**src/rtl/pwmf_pkg.sv**
```systemverilog
package pwmf_pkg;

    localparam int DATA_W = 32;
    localparam int HALF_W = 16;

    typedef enum logic [1:0] {
        SEL_PERIOD = 2'd0,
        SEL_CMPA   = 2'd1,
        SEL_CMPB   = 2'd2,
        SEL_NONE   = 2'd3
    } reg_sel_e;

    localparam int NUM_OUT = 2;
    localparam int OUT_A   = 0;
    localparam int OUT_B   = 1;

endpackage

```
**src/rtl/pwmf_timebase.sv**
```systemverilog
module pwmf_timebase #(
    parameter int CNT_W = 16
) (
    input  logic             clk,
    input  logic             rst_n,
    input  logic             run,
    input  logic [CNT_W-1:0] period,
    output logic [CNT_W-1:0] cnt,
    output logic             zero_next
);

    typedef struct packed {
        logic [CNT_W-1:0] cnt;
    } tb_state_t;

    tb_state_t s_d, s_q;

    always_comb begin
        s_d = s_q;
        if (run) begin
            if (s_q.cnt >= period) begin
                s_d.cnt = '0;
            end else begin
                s_d.cnt = s_q.cnt + 1'b1;
            end
        end
        zero_next = (s_d.cnt == '0);
    end

    always_ff @(posedge clk or negedge rst_n) begin
        if (!rst_n) begin
            s_q <= '0;
        end else begin
            s_q <= s_d;
        end
    end

    assign cnt = s_q.cnt;

endmodule

```
**src/rtl/pwmf_regbank.sv**
```systemverilog
module pwmf_regbank
    import pwmf_pkg::*;
#(
    parameter int CNT_W  = 16,
    parameter int FINE_W = 8
) (
    input  logic              clk,
    input  logic              rst_n,
    input  logic              wr_en,
    input  reg_sel_e          wr_sel,
    input  logic              wr_hi,
    input  logic              wr_lo,
    input  logic [DATA_W-1:0] wr_data,
    input  logic              commit,
    output logic [CNT_W-1:0]  period,
    output logic [CNT_W-1:0]  cmpa_act,
    output logic [FINE_W-1:0] fine_act,
    output logic [CNT_W-1:0]  cmpb_act
);

    localparam int FINE_LSB = HALF_W - FINE_W;

    typedef struct packed {
        logic [CNT_W-1:0]  prd;
        logic [CNT_W-1:0]  sh_a;
        logic [FINE_W-1:0] sh_f;
        logic [CNT_W-1:0]  sh_b;
        logic [CNT_W-1:0]  ac_a;
        logic [FINE_W-1:0] ac_f;
        logic [CNT_W-1:0]  ac_b;
    } rb_state_t;

    rb_state_t s_d, s_q;

    logic [HALF_W-1:0] lo_half;
    logic [HALF_W-1:0] hi_half;

    assign lo_half = wr_data[HALF_W-1:0];
    assign hi_half = wr_data[DATA_W-1:HALF_W];

    always_comb begin
        s_d = s_q;
        // commit uses the shadow values held before this cycle's write
        if (commit) begin
            s_d.ac_a = s_q.sh_a;
            s_d.ac_f = s_q.sh_f;
            s_d.ac_b = s_q.sh_b;
        end
        if (wr_en) begin
            unique case (wr_sel)
                SEL_PERIOD: begin
                    if (wr_lo) s_d.prd = lo_half[CNT_W-1:0];
                end
                SEL_CMPA: begin
                    if (wr_hi) s_d.sh_a = hi_half[CNT_W-1:0];
                    if (wr_lo) s_d.sh_f = lo_half[FINE_LSB +: FINE_W];
                end
                SEL_CMPB: begin
                    if (wr_lo) s_d.sh_b = lo_half[CNT_W-1:0];
                end
                default: begin
                end
            endcase
        end
    end

    always_ff @(posedge clk or negedge rst_n) begin
        if (!rst_n) begin
            s_q <= '0;
        end else begin
            s_q <= s_d;
        end
    end

    assign period   = s_q.prd;
    assign cmpa_act = s_q.ac_a;
    assign fine_act = s_q.ac_f;
    assign cmpb_act = s_q.ac_b;

endmodule

```
**src/rtl/pwmf_edge_gen.sv**
```systemverilog
module pwmf_edge_gen #(
    parameter int CNT_W = 16
) (
    input  logic             clk,
    input  logic             rst_n,
    input  logic             run,
    input  logic [CNT_W-1:0] cnt,
    input  logic [CNT_W-1:0] cmp,
    output logic             out,
    output logic             fall_next
);

    typedef struct packed {
        logic lvl;
    } eg_state_t;

    eg_state_t s_d, s_q;

    always_comb begin
        s_d = s_q;
        if (run) begin
            if (cnt == '0) s_d.lvl = 1'b1;
            // the clear is evaluated last so it wins on a shared count
            if (cnt == cmp) s_d.lvl = 1'b0;
        end
        fall_next = s_q.lvl & ~s_d.lvl;
    end

    always_ff @(posedge clk or negedge rst_n) begin
        if (!rst_n) begin
            s_q <= '0;
        end else begin
            s_q <= s_d;
        end
    end

    assign out = s_q.lvl;

endmodule

```
**src/rtl/pwmf_fine_tag.sv**
```systemverilog
module pwmf_fine_tag #(
    parameter int FINE_W = 8
) (
    input  logic              clk,
    input  logic              rst_n,
    input  logic              fall_next,
    input  logic [FINE_W-1:0] fine_act,
    output logic [FINE_W-1:0] code,
    output logic              stb
);

    typedef struct packed {
        logic [FINE_W-1:0] code;
        logic              stb;
    } ft_state_t;

    ft_state_t s_d, s_q;

    always_comb begin
        s_d     = s_q;
        s_d.stb = fall_next;
        if (fall_next) s_d.code = fine_act;
    end

    always_ff @(posedge clk or negedge rst_n) begin
        if (!rst_n) begin
            s_q <= '0;
        end else begin
            s_q <= s_d;
        end
    end

    assign code = s_q.code;
    assign stb  = s_q.stb;

endmodule

```
**src/rtl/fine_pwm_core.sv**
```systemverilog
module fine_pwm_core
    import pwmf_pkg::*;
#(
    parameter int CNT_W  = 16,
    parameter int FINE_W = 8
) (
    input  logic              clk,
    input  logic              rst_n,
    input  logic              sync_en,
    input  logic              wr_en,
    input  logic [1:0]        wr_sel,
    input  logic              wr_hi,
    input  logic              wr_lo,
    input  logic [DATA_W-1:0] wr_data,
    output logic              pwm_a,
    output logic              pwm_b,
    output logic [FINE_W-1:0] fine_code,
    output logic              fine_stb
);

    logic [CNT_W-1:0]  cnt_w;
    logic [CNT_W-1:0]  prd_w;
    logic              zero_next_w;
    logic [CNT_W-1:0]  cmpa_act_w;
    logic [CNT_W-1:0]  cmpb_act_w;
    logic [FINE_W-1:0] fine_act_w;
    reg_sel_e          sel_w;

    logic [NUM_OUT-1:0][CNT_W-1:0] cmp_vec;
    logic [NUM_OUT-1:0]            out_vec;
    logic [NUM_OUT-1:0]            fall_vec;

    assign sel_w = reg_sel_e'(wr_sel);

    pwmf_timebase #(.CNT_W(CNT_W)) tb_i (
        .clk       (clk),
        .rst_n     (rst_n),
        .run       (sync_en),
        .period    (prd_w),
        .cnt       (cnt_w),
        .zero_next (zero_next_w)
    );

    pwmf_regbank #(.CNT_W(CNT_W), .FINE_W(FINE_W)) rb_i (
        .clk      (clk),
        .rst_n    (rst_n),
        .wr_en    (wr_en),
        .wr_sel   (sel_w),
        .wr_hi    (wr_hi),
        .wr_lo    (wr_lo),
        .wr_data  (wr_data),
        .commit   (zero_next_w),
        .period   (prd_w),
        .cmpa_act (cmpa_act_w),
        .fine_act (fine_act_w),
        .cmpb_act (cmpb_act_w)
    );

    assign cmp_vec[OUT_A] = cmpa_act_w;
    assign cmp_vec[OUT_B] = cmpb_act_w;

    for (genvar g = 0; g < NUM_OUT; g++) begin : g_edge
        pwmf_edge_gen #(.CNT_W(CNT_W)) eg_i (
            .clk       (clk),
            .rst_n     (rst_n),
            .run       (sync_en),
            .cnt       (cnt_w),
            .cmp       (cmp_vec[g]),
            .out       (out_vec[g]),
            .fall_next (fall_vec[g])
        );
    end

    pwmf_fine_tag #(.FINE_W(FINE_W)) ft_i (
        .clk       (clk),
        .rst_n     (rst_n),
        .fall_next (fall_vec[OUT_A]),
        .fine_act  (fine_act_w),
        .code      (fine_code),
        .stb       (fine_stb)
    );

    assign pwm_a = out_vec[OUT_A];
    assign pwm_b = out_vec[OUT_B];

endmodule

```
**config.mk**
```make
export PLATFORM = sky130hd
export DESIGN_NAME = fine_pwm_core
export DESIGN_NICKNAME = d
export VERILOG_FILES = /design/src/rtl/pwmf_pkg.sv /design/src/rtl/pwmf_timebase.sv /design/src/rtl/pwmf_regbank.sv /design/src/rtl/pwmf_edge_gen.sv /design/src/rtl/pwmf_fine_tag.sv /design/src/rtl/fine_pwm_core.sv
export SDC_FILE = /design/constraint.sdc
export NUM_CORES = 1
export LEC_CHECK = 0
export BUFFER_PORTS_ARGS = -buffer_cell sky130_fd_sc_hd__buf_2
export CAP_MARGIN = 20
export CORE_MARGIN = 10
export CORE_UTILIZATION = 54
export CTS_CLUSTER_SIZE = 12
export DETAILED_ROUTE_END_ITERATION = 10
export PLACE_DENSITY_LB_ADDON = 0.12
export SYNTH_ARGS = -nofsm -noshare
export SYNTH_HDL_FRONTEND = slang
export SYNTH_HIERARCHICAL = 1
export SYNTH_SLANG_ARGS = --single-unit
```
**constraint.sdc**
```tcl
create_clock -name clk -period 2.6 [get_ports clk]
set_clock_uncertainty 0.05 [all_clocks]
set_input_delay 0.52 -clock clk [delete_from_list [all_inputs] [get_ports clk]]
set_output_delay 0.52 -clock clk [all_outputs]
set_load 0.005 [all_outputs]
```
==> qor.yml, run 1 <==
die_h_um: 128
grt_max_degree: 58
worstSkewPairLatency_ps: 430
first_global_vias: 4583
startpoint_type: "register"
criticalPathCategory: "register to register"
slew_violations: 0
post_synth.cell_area_avg_um2: 12.5
finalHoldViolations: 0
std_cell_rows: 39
end_kind: "register"
power.total_mw: 8.11
drive_gt1_share_pct: 53.3
antenna_found_initial: 0
powerDensity_nw_per_um2: 1010
setup_viol: 40
design.die.area_um2: 16400
cts_made_buffers: 17
failed_checks: "setup timing"
fin_crit_sh_pct: 106
fmax_mhz: 362
gr-total-overflow: 0
leakage_nw: 3.68
fin_crit_ps: 2760
hpwl_mm: 9.89
path_clk_slew_ps: 60
portBuffers: 50
ctsHoldBuffers: 0
fin_util_pct: 70.4
status: "complete, but fails checks"
track_usage_pct: 19.7
vias: 4169
wl_mm: 15.2
core-area_um2: 11400
tritoncts: "yes"
slowest_delay_ps: 460
crit_top_cell: "buf_12"
max_slew_margin_pct: 50.6
cts-root-buf: "clkbuf_16"
drc_errors: 0
fillers: 819
grt_pass1_wl_mm: 24.8
crit_slowest_cell: "or4_4"
rsz0062_at_grt: "true"
critical_path_buf_inv_count: 2
syn_to_final_growth_pct: 27.7
wl_per_cell_um: 20.2
holdWs_ps: 32.1
htree_num_levels: 4
synth_nets: 562
cts.sinks: 123
antenna_left: 0
ios: 51
via_per_inst: 5.54
syn-cell-area_um2: 6300
arrival_ps: 3020
worstMarginPinSlew_ps: 739
nets: 654
crit_chain: "ha_4 -> and4_4 -> nand4_1 -> or4_4 -> o211ai_4 -> nand2_2 -> a21oi_4 -> buf_12 -> buf_12 -> mux2_4"
crit_family: "simple AND/OR/NAND/NOR gates"
diodes: 0
dr.pass1.iters: 4
post-place-ws_ps: -215
synthCells: 505
place.gp.congestion: 0.927
dp_cells: 700
instances_no_fill: 753
setup_ws_ps: -163
cts_buffer_depth: 2
peakVddDrop_mv: 0.858
die_w_um: 128
drt_iter0_drc: 291
required_ps: 2860
drv_cap: 0
cp_max_fo: 7
synth_warnings: 6
hold_class: "primary input to asynchronous set/reset pin"
initial_core_util_pct: 55.1
## sequential cells by signal, indices dropped and copies added, names as in the netlist
register / flops
ft_i/code: 8
ft_i/stb: 1
g_edge.eg_i/out: 2
rb_i/cmpa_act: 16
rb_i/cmpb_act: 16
rb_i/fine_act: 8
rb_i/period: 16
rb_i/s_q: 40
tb_i/cnt: 16
## worst reg2reg max path: stages (launching register included)
cell	delay, ps
dfrtp_2	430
ha_4	270
and4_4	220
nand4_1	140
or4_4	460
o211ai_4	120
nand2_2	120
a21oi_4	210
buf_12	150
buf_12	150
mux2_4	320
## metal layers
metal | wire [µm] | track usage [%] | up-vias
met3 | 716 | 5.96 | 23
met2 | 7330 | 30.6 | 96
met1 | 6850 | 24.9 | 2126
met4 | 333 | 8.54 | 0
met5 | 0 | 0 | -
li1 | - | - | 1924
## through the flow
| step | cell area, µm² | TNS [ps] |
|---|---|---|
| final | 8040 | -5570 |
| after global routing | 8040 | -7500 |
| after CTS | 7990 | -4030 |
| after detailed placement | 6840 | -7710 |
| after global placement | 6840 | -6210 |
| after floorplan | 6370 | -1800 |
## path summary, 6_finish.rpt
| check | from | cells past startpoint | slack, ps | to |
|---|---|---|---|---|
| setup / recovery | tb_i/cnt[12] | 10 | -160 | rb_i/cmpa_act[8] |
| hold / removal | rst_n | 1 | 30 | rb_i/s_q[56] |
| setup reg to reg | tb_i/cnt[12] | 10 | -160 | rb_i/cmpa_act[8] |
| hold reg to reg | ft_i/code[6] | 1 | 450 | ft_i/code[6] |
| max in group asynchronous | rst_n | 2 | 1700 | tb_i/cnt[8] |
| min in group clk | wr_data[26] | 2 | 270 | rb_i/s_q[74] |
## repair_timing
item                                    4_1_cts  5_1_grt
setup buffers                                14        7
endpoints found under the setup margin       40       48
resized for setup                            67       15
pin swaps                                     9        5
gates cloned                                  4        0
## power breakdown
part           switching [mW]  leakage [nW]  internal (mW)  total [mW]
sequential              0.444          1.49           2.50        2.95
combinational           0.999          1.88           1.61        2.61
clock                   0.848         0.314           1.71        2.56
## final cells by class
type / instances / area, µm² / share of cell area, %
Inverter: 17 / 63.8 / 0.794
Timing Repair Buffer: 142 / 1090 / 13.6
Multi-Input combinational cell: 296 / 2960 / 36.8
Sequential cell: 123 / 3100 / 38.5
Clock buffer: 23 / 488 / 6.07
Tap cell: 143 / 179 / 2.23
Clock inverter: 9 / 159 / 1.98
## cells in the final DEF (no fill, tap or decap), types with 5 or more instances in the layout
cell and n:
buf_12 8, mux2_2 56, inv_1 13, nor4_1 5, nand3_1 7, dfrtp_2 15, nor2_1 23, nand2_1 11
xnor2_1 38, ha_1 10, ha_4 6, nand4_1 15, clkbuf_16 17, xor2_1 7, mux2_4 48, buf_4 81
o21ai_0 5, dfrtp_1 108, buf_2 49, nor3_1 6
Note: power is estimated with default switching activity, not from simulation.
==> inputs of run 2 (changes only) <==
- ABC_AREA: not set -> 1
- CORE_UTILIZATION: 54 -> 55
==> run 2 against run 1 <==
The run now ends clean. Hold slack better by 250 ps. Routed wire length up 14%. Maximum frequency up 13%. Global-route usage down 0.29 points. Worst setup slack better by 320 ps. Critical path type unchanged. Largest cell class unchanged. Largest power group is now combinational cells. Highest routed layer unchanged.
==> qor.yml, run 2 <==
status: "complete, no violations"
top_register: "rb_i/s_q"
first_global_vias: 5480
wl_per_cell_um: 14.9
post_synth.cell_area_avg_um2: 7.28
largest_reg_flops: 40
combPwrFrac_pct: 35.2
via_per_inst: 4.89
nets: 1038
design.die.area_um2: 17500
wl_mm: 17.4
fin_tns_setup_ps: 0
syn_to_final_growth_pct: 14.1
crit_chain: "inv_1 -> ha_1 -> a21oi_1 -> o21ai_0 -> a21oi_1 -> buf_4 -> nand2_2 -> nand2_4 -> o21ai_0 -> nand2_1 -> inv_1 -> nand2_1 -> nor2_4 -> buf_12 -> clkbuf_16 -> nand2_1 -> o21ai_0"
cts.sinks: 123
hold_depth: 3
end_kind: "register"
arrival_ps: 2680
synth_nets: 1012
place_area_um2: 7150
leakage_nw: 4.39
gr-total-overflow: 0
startpoint_type: "register"
antenna_left: 0
dp_cells: 1128
ios: 51
p_int_mw: 5.14
final_area_um2: 7930
reg2reg_depth: 17
diodes: 0
antenna_found_initial: 0
portBuffers: 50
cts_buffer_depth: 2
setup_viol: 0
instances_no_fill: 1166
track_usage_pct: 19.4
slowest_delay_ps: 360
clkPwrFrac_pct: 30.1
synthCells: 955
drv_cap: 0
grt_pass1_wl_mm: 27.4
crit_slowest_cell: "dfrtp_1"
htree_num_levels: 4
die_w_um: 132
drc_errors: 0
slew_violations: 0
hold_end: "rb_i/s_q[74]"
syn-cell-area_um2: 6950
hpwl_mm: 11.8
final_common_cell: "nand2_1"
dr.pass1.iters: 5
path_clk_slew_ps: 50
finalHoldViolations: 0
vias: 5702
p_sw_share_pct: 36.4
worstSkewPairLatency_ps: 410
core-area_um2: 12500
cts-root-buf: "clkbuf_16"
cp_max_fo: 16
fmax_mhz: 409
place.gp.congestion: 0.944
powerDensity_nw_per_um2: 1020
ff2ff_setup_slack_ps: 150
die_h_um: 132
peakVddDrop_mv: 0.517
seqPwrFrac_pct: 34.7
drive_gt1_share_pct: 15.8
drt_iter0_drc: 537
r2r-end: "rb_i/cmpa_act[0]"
initial_core_util_pct: 55.6
final_cell_mix: "nand2_1, inv_1, dfrtp_1, nand3_1, nor2_1"
std_cell_rows: 41
hp-start: "wr_data[26]"
criticalPathCategory: "register to register"
max_slew_margin_pct: 70.7
power.total_mw: 8.08
synth_warnings: 6
grt_max_degree: 63
rr_startpoint: "rb_i/period[9]"
fin_crit_ps: 2450
worstMarginPinSlew_ps: 439
fin_crit_sh_pct: 94.1
cts_made_buffers: 17
required_ps: 2830
p_switching_mw: 2.94
hold_class: "primary input to register"
tritoncts: "yes"
==> run 2: changes by cell type in the layout (fill, tap and decap cells not counted), sizes merged, moves of 8 or more <==
cell	change
nand2	+328
inv	+141
mux2	-104
nand3	+68
buf	-58
nor2	+47
o21ai	+46
xnor2	-31
nor4	-8
==> run 2: final cells by class <==
class                      instances  area [µm²]
timing repair buffer              87         622
inverter                         158         593
clock buffer                      23         508
clock inverter                     9         108
sequential                       123        3080
fill                            1167        4580
multi-input combinational        594        2810
tap                              172         215
==> run 2: timing repair <==
item	4_1_cts	5_1_grt
endpoints found under the setup margin	0	40
hold buffers	1	0
endpoints found under the hold margin	30	0
gates resized for setup	0	17
buffers inserted	0	2
==> run 2: critical path: cells and delay by family (launching register included) <==
family | cells | cell delay (ps)
AND/OR/NAND/NOR | 6 | 460
AO/OA/AOI/OAI | 5 | 570
buffers and inverters | 5 | 550
adder cells (fa/ha/maj) | 1 | 310
flip-flops | 1 | 360
==> run 2: routing by layer <==
metal	up-vias	global-route usage (%)	wire, µm
li1	2911	-	-
met1	2607	24.8	8070
met2	154	30.7	8000
met3	30	4.28	871
met4	0	9.17	441
met5	-	0	0
==> run 2: power groups by stage <==
stage               clock network (mW)  logic, mW  registers, mW
floorplan                            0       2.01           2.77
global placement                     0       2.44           2.82
detailed placement                   0       2.49           2.82
CTS                               2.47       2.51           2.80
global route                      2.54       3.26           2.87
finish                            2.43       2.84           2.81
==> run 2: per-stage QoR <==
| stage | hold WS, ps | utilization, % | worst slack, ps |
|---|---|---|---|
| 3_5_place_dp | 406 | 57.1 | 82.3 |
| 2_1_floorplan | 174 | - | 119 |
| 4_1_cts | 268 | 62.1 | 72.0 |
| 5_1_grt | 291 | 63.4 | -20.6 |
| 6_report | 287 | 63.4 | 154 |
| 3_3_place_gp | 404 | 57.1 | 137 |
==> run 2: how the worst max path moves through the flow <==
stage,endpoint,startpoint,slack (ps),cells after the start
after floorplan,rb_i/cmpa_act[0],tb_i/cnt[3],120,19
after global routing,rb_i/cmpa_act[3],rb_i/period[1],-20,19
after detailed placement,rb_i/cmpb_act[8],tb_i/cnt[14],80,14
after CTS,rb_i/cmpa_act[0],tb_i/cnt[14],70,14
after global placement,rb_i/fine_act[2],sync_en,140,13
final,rb_i/cmpa_act[0],rb_i/period[9],150,17
==> inputs of run 3 (changes only) <==
- ABC_AREA: 1 -> 0
- CORE_ASPECT_RATIO: not set -> 0.8
- CORE_UTILIZATION: 55 -> 54
==> run 3 against run 2 <==
The run now ends with setup timing left. Non-clock buffer count increased by 31. Die area decreased by 6.5%. Sequential share of layout area increased by 2.2 points. Routed wire length decreased by 21%. Power decreased by 10%. Largest cell class unchanged.
==> qor.yml, run 3 (synthesis gave the netlist of run 1 again) <==
status: "complete, but fails checks"
failed_checks: "setup timing"
seqPwrFrac_pct: 40.4
drt_iter0_drc: 221
largest_reg_flops: 40
r2r-end: "rb_i/cmpb_act[3]"
required_ps: 2840
portBuffers: 50
ff2ff_setup_slack_ps: -180
cts_buffer_depth: 2
hold_class: "primary input to asynchronous set/reset pin"
drc_errors: 0
rsz0062_at_grt: "true"
slew_violations: 0
top_register: "rb_i/s_q"
cts_made_buffers: 17
setup_viol: 40
fin_crit_sh_pct: 107
worstSkewPairLatency_ps: 410
combPwrFrac_pct: 30.0
htree_num_levels: 4
cp_max_fo: 7
ctsHoldBuffers: 0
hpwl_mm: 9.87
track_usage_pct: 17.6
reg2reg_depth: 9
die_w_um: 141
finalHoldViolations: 0
worstMarginPinSlew_ps: 649
die_h_um: 117
post-place-ws_ps: -298
arrival_ps: 3020
tritoncts: "yes"
setup_ws_ps: -182
fin_crit_ps: 2780
cts.sinks: 123
p_switching_mw: 2.13
fin_tns_setup_ps: -6380
drv_cap: 0
p_int_mw: 5.10
crit_start: "tb_i/cnt[4]"
wl_mm: 13.8
place.gp.congestion: 0.850
grt_pass1_wl_mm: 22.9
drive_gt1_share_pct: 49.2
syn_to_final_growth_pct: 19.6
grt_max_degree: 50
leakage_nw: 3.40
max_slew_margin_pct: 56.6
regArea_um2: 3090
dr.pass1.iters: 4
end_kind: "register"
multiInputGateArea_um2: 2780
fin_util_pct: 65.6
final_cell_mix: "dfrtp_1, mux2_2, buf_4, buf_2, xnor2_1"
powerDensity_nw_per_um2: 961
antenna_left: 0
dp_cells: 695
p_sw_share_pct: 29.5
wl_per_cell_um: 18.8
holdWs_ps: 75.0
nets: 630
fmax_mhz: 359
core-area_um2: 11500
criticalPathCategory: "register to register"
vias: 3930
antenna_found_initial: 0
design.die.area_um2: 16400
final_common_cell: "dfrtp_1"
clkPwrFrac_pct: 29.6
startpoint_type: "register"
fillers: 889
std_cell_rows: 35
diodes: 0
cts-root-buf: "clkbuf_16"
first_global_vias: 4316
gr-total-overflow: 0
path_clk_slew_ps: 60
ios: 51
via_per_inst: 5.36
initial_core_util_pct: 54.9
rr_startpoint: "tb_i/cnt[4]"
peakVddDrop_mv: 0.658
instances_no_fill: 733
run 3: power groups by stage:
stage | combinational (mW) | sequential (mW) | clock, mW
after global placement | 1.88 | 2.91 | 0
after floorplan | 1.83 | 2.80 | 0
after global routing | 2.36 | 3.00 | 2.28
final | 2.17 | 2.92 | 2.14
after detailed placement | 1.94 | 2.92 | 0
after CTS | 2.19 | 2.92 | 2.18
run 3: metal layers:
metal / vias up / GRT usage, % / share of wire [%]
met4: 0 / 5.22 / 0.89
met1: 1972 / 23.4 / 49
met3: 9 / 4.55 / 4.6
met5: - / 0 / 0
met2: 81 / 27.6 / 46
li1: 1868 / - / -
run 3: per-stage QoR:
step           power, mW  cell area (µm²)
6_report            7.24             7530
5_1_grt             7.65             7530
4_1_cts             7.29             7540
3_5_place_dp        4.87             6760
3_3_place_gp        4.79             6760
2_1_floorplan       4.63             6370
run 3: worst max-delay path by stage:
| stage | endpoint | slack [ps] |
|---|---|---|
| floorplan | rb_i/cmpa_act[0] | -50 |
| global placement | rb_i/cmpb_act[5] | -300 |
| detailed placement | rb_i/cmpb_act[5] | -300 |
| CTS | rb_i/cmpb_act[13] | -150 |
| global route | rb_i/cmpb_act[0] | -280 |
| finish | rb_i/cmpb_act[3] | -180 |
run 3: critical path, stage by stage, from the launching register on:
cell      delay, ps
dfrtp_2         470
ha_1            310
nand4_1         190
or4_4           570
o211ai_2        120
nand2_2         120
a21oi_4         230
buf_6           170
buf_16          130
mux2_4          290
run 3: area by class of cell:
cell class	instances	share of cell area [%]
Sequential cell	123	41.1
Multi-Input combinational cell	296	36.9
Timing Repair Buffer	118	11.4
Clock buffer	22	6.43
Tap cell	148	2.46
Clock inverter	9	0.864
Inverter	17	0.848
run 3: timing repair:
item                       4_1_cts  5_1_grt
pin swaps                        9        2
buffers inserted                 7        0
resized for setup               37        3
setup endpoints to repair       40       40
cloned                           2        0
